===== src/rtl/irq_agg_pkg.sv =====
package irq_agg_pkg;
  typedef enum logic [1:0] {
    REG_STAT = 2'd0,
    REG_MASK = 2'd1,
    REG_MSET = 2'd2,
    REG_MCLR = 2'd3
  } reg_sel_e;
endpackage


===== src/rtl/irq_src_bank.sv =====
module irq_src_bank #(
  parameter int NUM_SRC = 32,
  parameter int NUM_LVL = 4
) (
  input  logic               clk,
  input  logic               rst,
  input  logic [NUM_SRC-1:0] evt_in,
  input  logic [NUM_SRC-1:0] clr_vec,
  output logic [NUM_SRC-1:0] status
);
  for (genvar i = 0; i < NUM_SRC; i++) begin : g_src
    if (i < NUM_LVL) begin : g_level
      // level source: tracks its input, acknowledge writes are ignored
      always_ff @(posedge clk) begin
        if (rst) status[i] <= 1'b0;
        else     status[i] <= evt_in[i];
      end
    end else begin : g_edge
      logic prev_q;
      always_ff @(posedge clk) begin
        if (rst) begin
          prev_q    <= 1'b0;
          status[i] <= 1'b0;
        end else begin
          prev_q    <= evt_in[i];
          // new edge is OR-ed after the clear so it wins
          status[i] <= (status[i] & ~clr_vec[i]) | (evt_in[i] & ~prev_q);
        end
      end
    end
  end
endmodule


===== src/rtl/irq_mask_reg.sv =====
module irq_mask_reg #(
  parameter int NUM_SRC = 32
) (
  input  logic               clk,
  input  logic               rst,
  input  logic [NUM_SRC-1:0] set_vec,
  input  logic [NUM_SRC-1:0] clr_vec,
  output logic [NUM_SRC-1:0] mask
);
  always_ff @(posedge clk) begin
    if (rst) mask <= '1;
    else     mask <= (mask | set_vec) & ~clr_vec;
  end
endmodule


===== src/rtl/irq_bus_port.sv =====
module irq_bus_port
  import irq_agg_pkg::*;
#(
  parameter int NUM_SRC = 32
) (
  input  logic               clk,
  input  logic               rst,
  input  logic               req_valid,
  input  logic               req_write,
  input  logic [1:0]         req_addr,
  input  logic [NUM_SRC-1:0] req_wdata,
  input  logic [NUM_SRC-1:0] status,
  input  logic [NUM_SRC-1:0] mask,
  output logic [NUM_SRC-1:0] stat_clr,
  output logic [NUM_SRC-1:0] mask_set,
  output logic [NUM_SRC-1:0] mask_clr,
  output logic [NUM_SRC-1:0] rdata
);
  reg_sel_e sel;
  assign sel = reg_sel_e'(req_addr);

  always_comb begin
    stat_clr = '0;
    mask_set = '0;
    mask_clr = '0;
    if (req_valid && req_write) begin
      case (sel)
        REG_STAT: stat_clr = req_wdata;
        REG_MSET: mask_set = req_wdata;
        REG_MCLR: mask_clr = req_wdata;
        default:  ;
      endcase
    end
  end

  always_ff @(posedge clk) begin
    if (rst) begin
      rdata <= '0;
    end else if (req_valid && !req_write) begin
      case (sel)
        REG_STAT: rdata <= status;
        REG_MASK: rdata <= mask;
        default:  rdata <= '0;
      endcase
    end
  end
endmodule


===== src/rtl/port_irq_agg.sv =====
module port_irq_agg #(
  parameter int NUM_SRC = 32,
  parameter int NUM_LVL = 4
) (
  input  logic               clk,
  input  logic               rst,
  input  logic [NUM_SRC-1:0] evt_in,
  input  logic               req_valid,
  input  logic               req_write,
  input  logic [1:0]         req_addr,
  input  logic [NUM_SRC-1:0] req_wdata,
  output logic [NUM_SRC-1:0] rsp_rdata,
  output logic               irq_out
);
  logic [NUM_SRC-1:0] stat_q;
  logic [NUM_SRC-1:0] mask_q;
  logic [NUM_SRC-1:0] stat_clr;
  logic [NUM_SRC-1:0] mask_set;
  logic [NUM_SRC-1:0] mask_clr;

  irq_bus_port #(.NUM_SRC(NUM_SRC)) u_bus (
    .clk       (clk),
    .rst       (rst),
    .req_valid (req_valid),
    .req_write (req_write),
    .req_addr  (req_addr),
    .req_wdata (req_wdata),
    .status    (stat_q),
    .mask      (mask_q),
    .stat_clr  (stat_clr),
    .mask_set  (mask_set),
    .mask_clr  (mask_clr),
    .rdata     (rsp_rdata)
  );

  irq_src_bank #(.NUM_SRC(NUM_SRC), .NUM_LVL(NUM_LVL)) u_src (
    .clk     (clk),
    .rst     (rst),
    .evt_in  (evt_in),
    .clr_vec (stat_clr),
    .status  (stat_q)
  );

  irq_mask_reg #(.NUM_SRC(NUM_SRC)) u_mask (
    .clk     (clk),
    .rst     (rst),
    .set_vec (mask_set),
    .clr_vec (mask_clr),
    .mask    (mask_q)
  );

  always_ff @(posedge clk) begin
    if (rst) irq_out <= 1'b0;
    else     irq_out <= |(stat_q & ~mask_q);
  end
endmodule


===== config.mk =====
export PLATFORM = sky130hd
export DESIGN_NAME = port_irq_agg
export DESIGN_NICKNAME = d
export VERILOG_FILES = /design/src/rtl/irq_agg_pkg.sv /design/src/rtl/irq_src_bank.sv /design/src/rtl/irq_mask_reg.sv /design/src/rtl/irq_bus_port.sv /design/src/rtl/port_irq_agg.sv
export SDC_FILE = /design/constraint.sdc
export NUM_CORES = 1
export LEC_CHECK = 0
export CORE_UTILIZATION = 40
export DETAILED_ROUTE_END_ITERATION = 12
export PLACE_DENSITY = 0.64
export SYNTH_ARGS = -nofsm -noshare
export SYNTH_HDL_FRONTEND = slang
export SYNTH_HIERARCHICAL = 1
export SYNTH_SLANG_ARGS = --single-unit

===== constraint.sdc =====
create_clock -name clk -period 1.5 [get_ports clk]
set_input_delay 0.15 -clock clk [delete_from_list [all_inputs] [get_ports clk]]
set_output_delay 0.15 -clock clk [all_outputs]
set_load 0.02 [all_outputs]

==> metrics.cfg <==
[power_and_ir_drop]
powerDensity_nw_per_um2 = 1100
power_frac_comb_pct = 11.3
p_switching_mw = 1.89
sw_frac_of_total_pct = 23.0
power_frac_seq_pct = 43.8
clock_power_share_pct = 44.8
ir_drop_uv = 738
leakagePower_nw = 3.27
p_int_mw = 6.31

[global_route]
grt_max_degree = 86
globalRouteTotalUtil_pct = 20.0
grt_pass1_vias = 4317
overflow = 0
antenna_found_initial = 0
grt_pass1_wl_mm = 22.3

[route]
m1WireLength_mm = 6.58
totalWireLength_mm = 14.1
dr_wl_met2_mm = 6.67
num_vias = 4251
dr.pass1.iters = 4
drt_iter0_markers = 203
post_drt_wl_per_cell_um = 16.1
dr_wl_met3_um = 651
drcViolationCount = 0
ant_nets = 0
via_per_inst = 4.86
routed.top_layer = met4

[timing]
fmax_mhz = 747
skew_ns = 0.00526
rsz0062_at_grt = no
finalHoldViolCount = 0
fin_setup_tns_ns = 0
slew_headroom_pct = 61.6
period_share_pct = 89.3
slew_violations = 0
worst_slack_ns = 0.160
finalCriticalPeriod_ns = 1.34
worst_slew_pin_slew_ns = 0.576
finalSetupViolCount = 0

[setup_path]
worstPathRequired_ns = 1.81
r2r_end = irq_out$_SDFF_PP0_
max_stage_delay_ns = 0.59
crit_start = req_write
critPathSlowestCell = or4b_4
critPathCaptureType = flip-flop
cp_top_family = buffers and inverters
timing.rr.start = u_src/status[14]$_SDFF_PP0_
r2r_setup_slack_ns = 0.33
path_cells = clkdlybuf4s50_1, or4b_4, buf_12, o32ai_1
critPathBufInv = 2
arrival_ns = 1.65
cp-start-kind = input pin
r2r_cells = 4
cp_max_fo = 30
path_class = in2reg

[clocking]
clkSinkCount = 125
cts_tree = done
cts.clk_slew.worst_paths_ns = 0.05
ctsLongestPathBuffers = 2
post-cts-setup-buffers = 0
cts-root-buf = clkbuf_16
h-tree-depth = 4
worstSkewPairLatency_ns = 0.41
cts_buffers = 17

[outcome]
outcome = finished clean

[layout]
antennaDiodeCount = 0
nNetsFinal = 755
area_delta_synth_final_pct = 29.0
fin_util_pct = 53.5
drive_above_1_share_pct = 18.9

[synth]
syn_nets = 655
synth_area_um2 = 5800
yosys_warnings = 6
syn_area_per_cell_um2 = 9.91
syn_inst = 585

[placement]
place_ws_ns = -0.222
dp_hpwl_mm = 9.49
io_buffers = 102
gp_congestion = 0.815

[hold_path]
min_from = req_addr[0]
hold_depth = 3
hold_path.class = in2reg
whs_endpoint = u_bus/rdata[3]$_SDFFE_PP0P_

[floorplan]
ios = 103
core_um2 = 14000
initial_core_util_pct = 41.5
die_area_um2 = 15000
fp-row-count = 43
die_w_um = 122
die_h_um = 122

[job]
drv_cap = 0

worst reg2reg max path: cells and delay by family (launching register included):
family	cells	cell delay, ns
and+or+nand+nor	1	0.39
DFF	1	0.32
AOI/OAI and AO/OA	2	0.27
buffers and inverters	1	0.05
placed cells by master, fill, tap and decap left out:
cell             instances
inv_1                   64
nor2b_2                 32
dlymetal6s2s_1           1
o32ai_2                 30
o21bai_1                32
buf_2                    1
a21oi_2                 28
and2_1                  92
mux2i_1                 32
and4_1                   1
nor4_1                   4
clkdlybuf4s50_1         67
buf_6                    1
nor2b_4                  1
clkbuf_1                 4
o32ai_1                  2
dfxtp_1                125
and4bb_1                 1
clkinv_2                 1
and4b_1                  1
dlygate4sd2_1           32
nor2_1                  32
o22ai_1                 16
clkbuf_16               17
or4b_4                   1
clkbuf_8                 6
buf_4                    7
nand2b_1                56
a41oi_1                  1
buf_12                   6
cell type report:
cell class                 instances  area, um2
clock inverter                     1       5.00
timing repair buffer             115       1150
sequential                       125       2500
inverter                          64        240
fill                            1272       6510
multi-input combinational        362       2830
clock buffer                      27        523
tap                              180        225
power by group through the flow:
stage	clock network, mW	registers [mW]	logic, mW
2_1_floorplan	0	3.67	0.528
3_3_place_gp	0	3.66	0.940
3_5_place_dp	0	3.66	0.956
4_1_cts	3.75	3.59	0.938
5_1_grt	3.90	3.61	1.01
6_report	3.67	3.59	0.927
layer usage:
metal | track usage (%) | up-vias
met2 | 32.6 | 96
met5 | 0 | -
li1 | - | 2121
met4 | 6.10 | 0
met3 | 5.53 | 12
met1 | 25.4 | 2022
stage by stage:
step | total power, mW | hold slack [ns] | cell area (um2) | cells
2_1_floorplan | 4.20 | 0.222 | 5800 | 585
3_3_place_gp | 4.60 | 0.481 | 6990 | 846
3_5_place_dp | 4.62 | 0.480 | 6990 | 846
4_1_cts | 8.28 | 0.174 | 7480 | 874
5_1_grt | 8.51 | 0.189 | 7480 | 874
6_report | 8.19 | 0.189 | 7480 | 874
sequential cells by signal, indices dropped and copies added (netlist names):
| signal | cells |
|---|---|
| u_src/status | 32 |
| irq_out | 1 |
| u_src/g_src.g_edge.prev_q | 28 |
| u_mask/mask | 32 |
| u_bus/rdata | 32 |
how the worst max path moves through the flow:
stage	end	cells after the start
floorplan	u_bus/rdata[19]$_SDFFE_PP0P_	4
global placement	u_bus/rdata[17]$_SDFFE_PP0P_	4
global route	u_src/status[19]$_SDFF_PP0_	6
CTS	rsp_rdata[6]	1
detailed placement	u_bus/rdata[17]$_SDFFE_PP0P_	4
finish	u_bus/rdata[18]$_SDFFE_PP0P_	4
timing repair:
item,in CTS,in global routing
endpoints found under the hold margin,0,0
pin swaps,0,0
hold buffers,0,0
resized for setup,32,1
endpoints found under the setup margin,32,1
(Power assumes the default switching activity.)
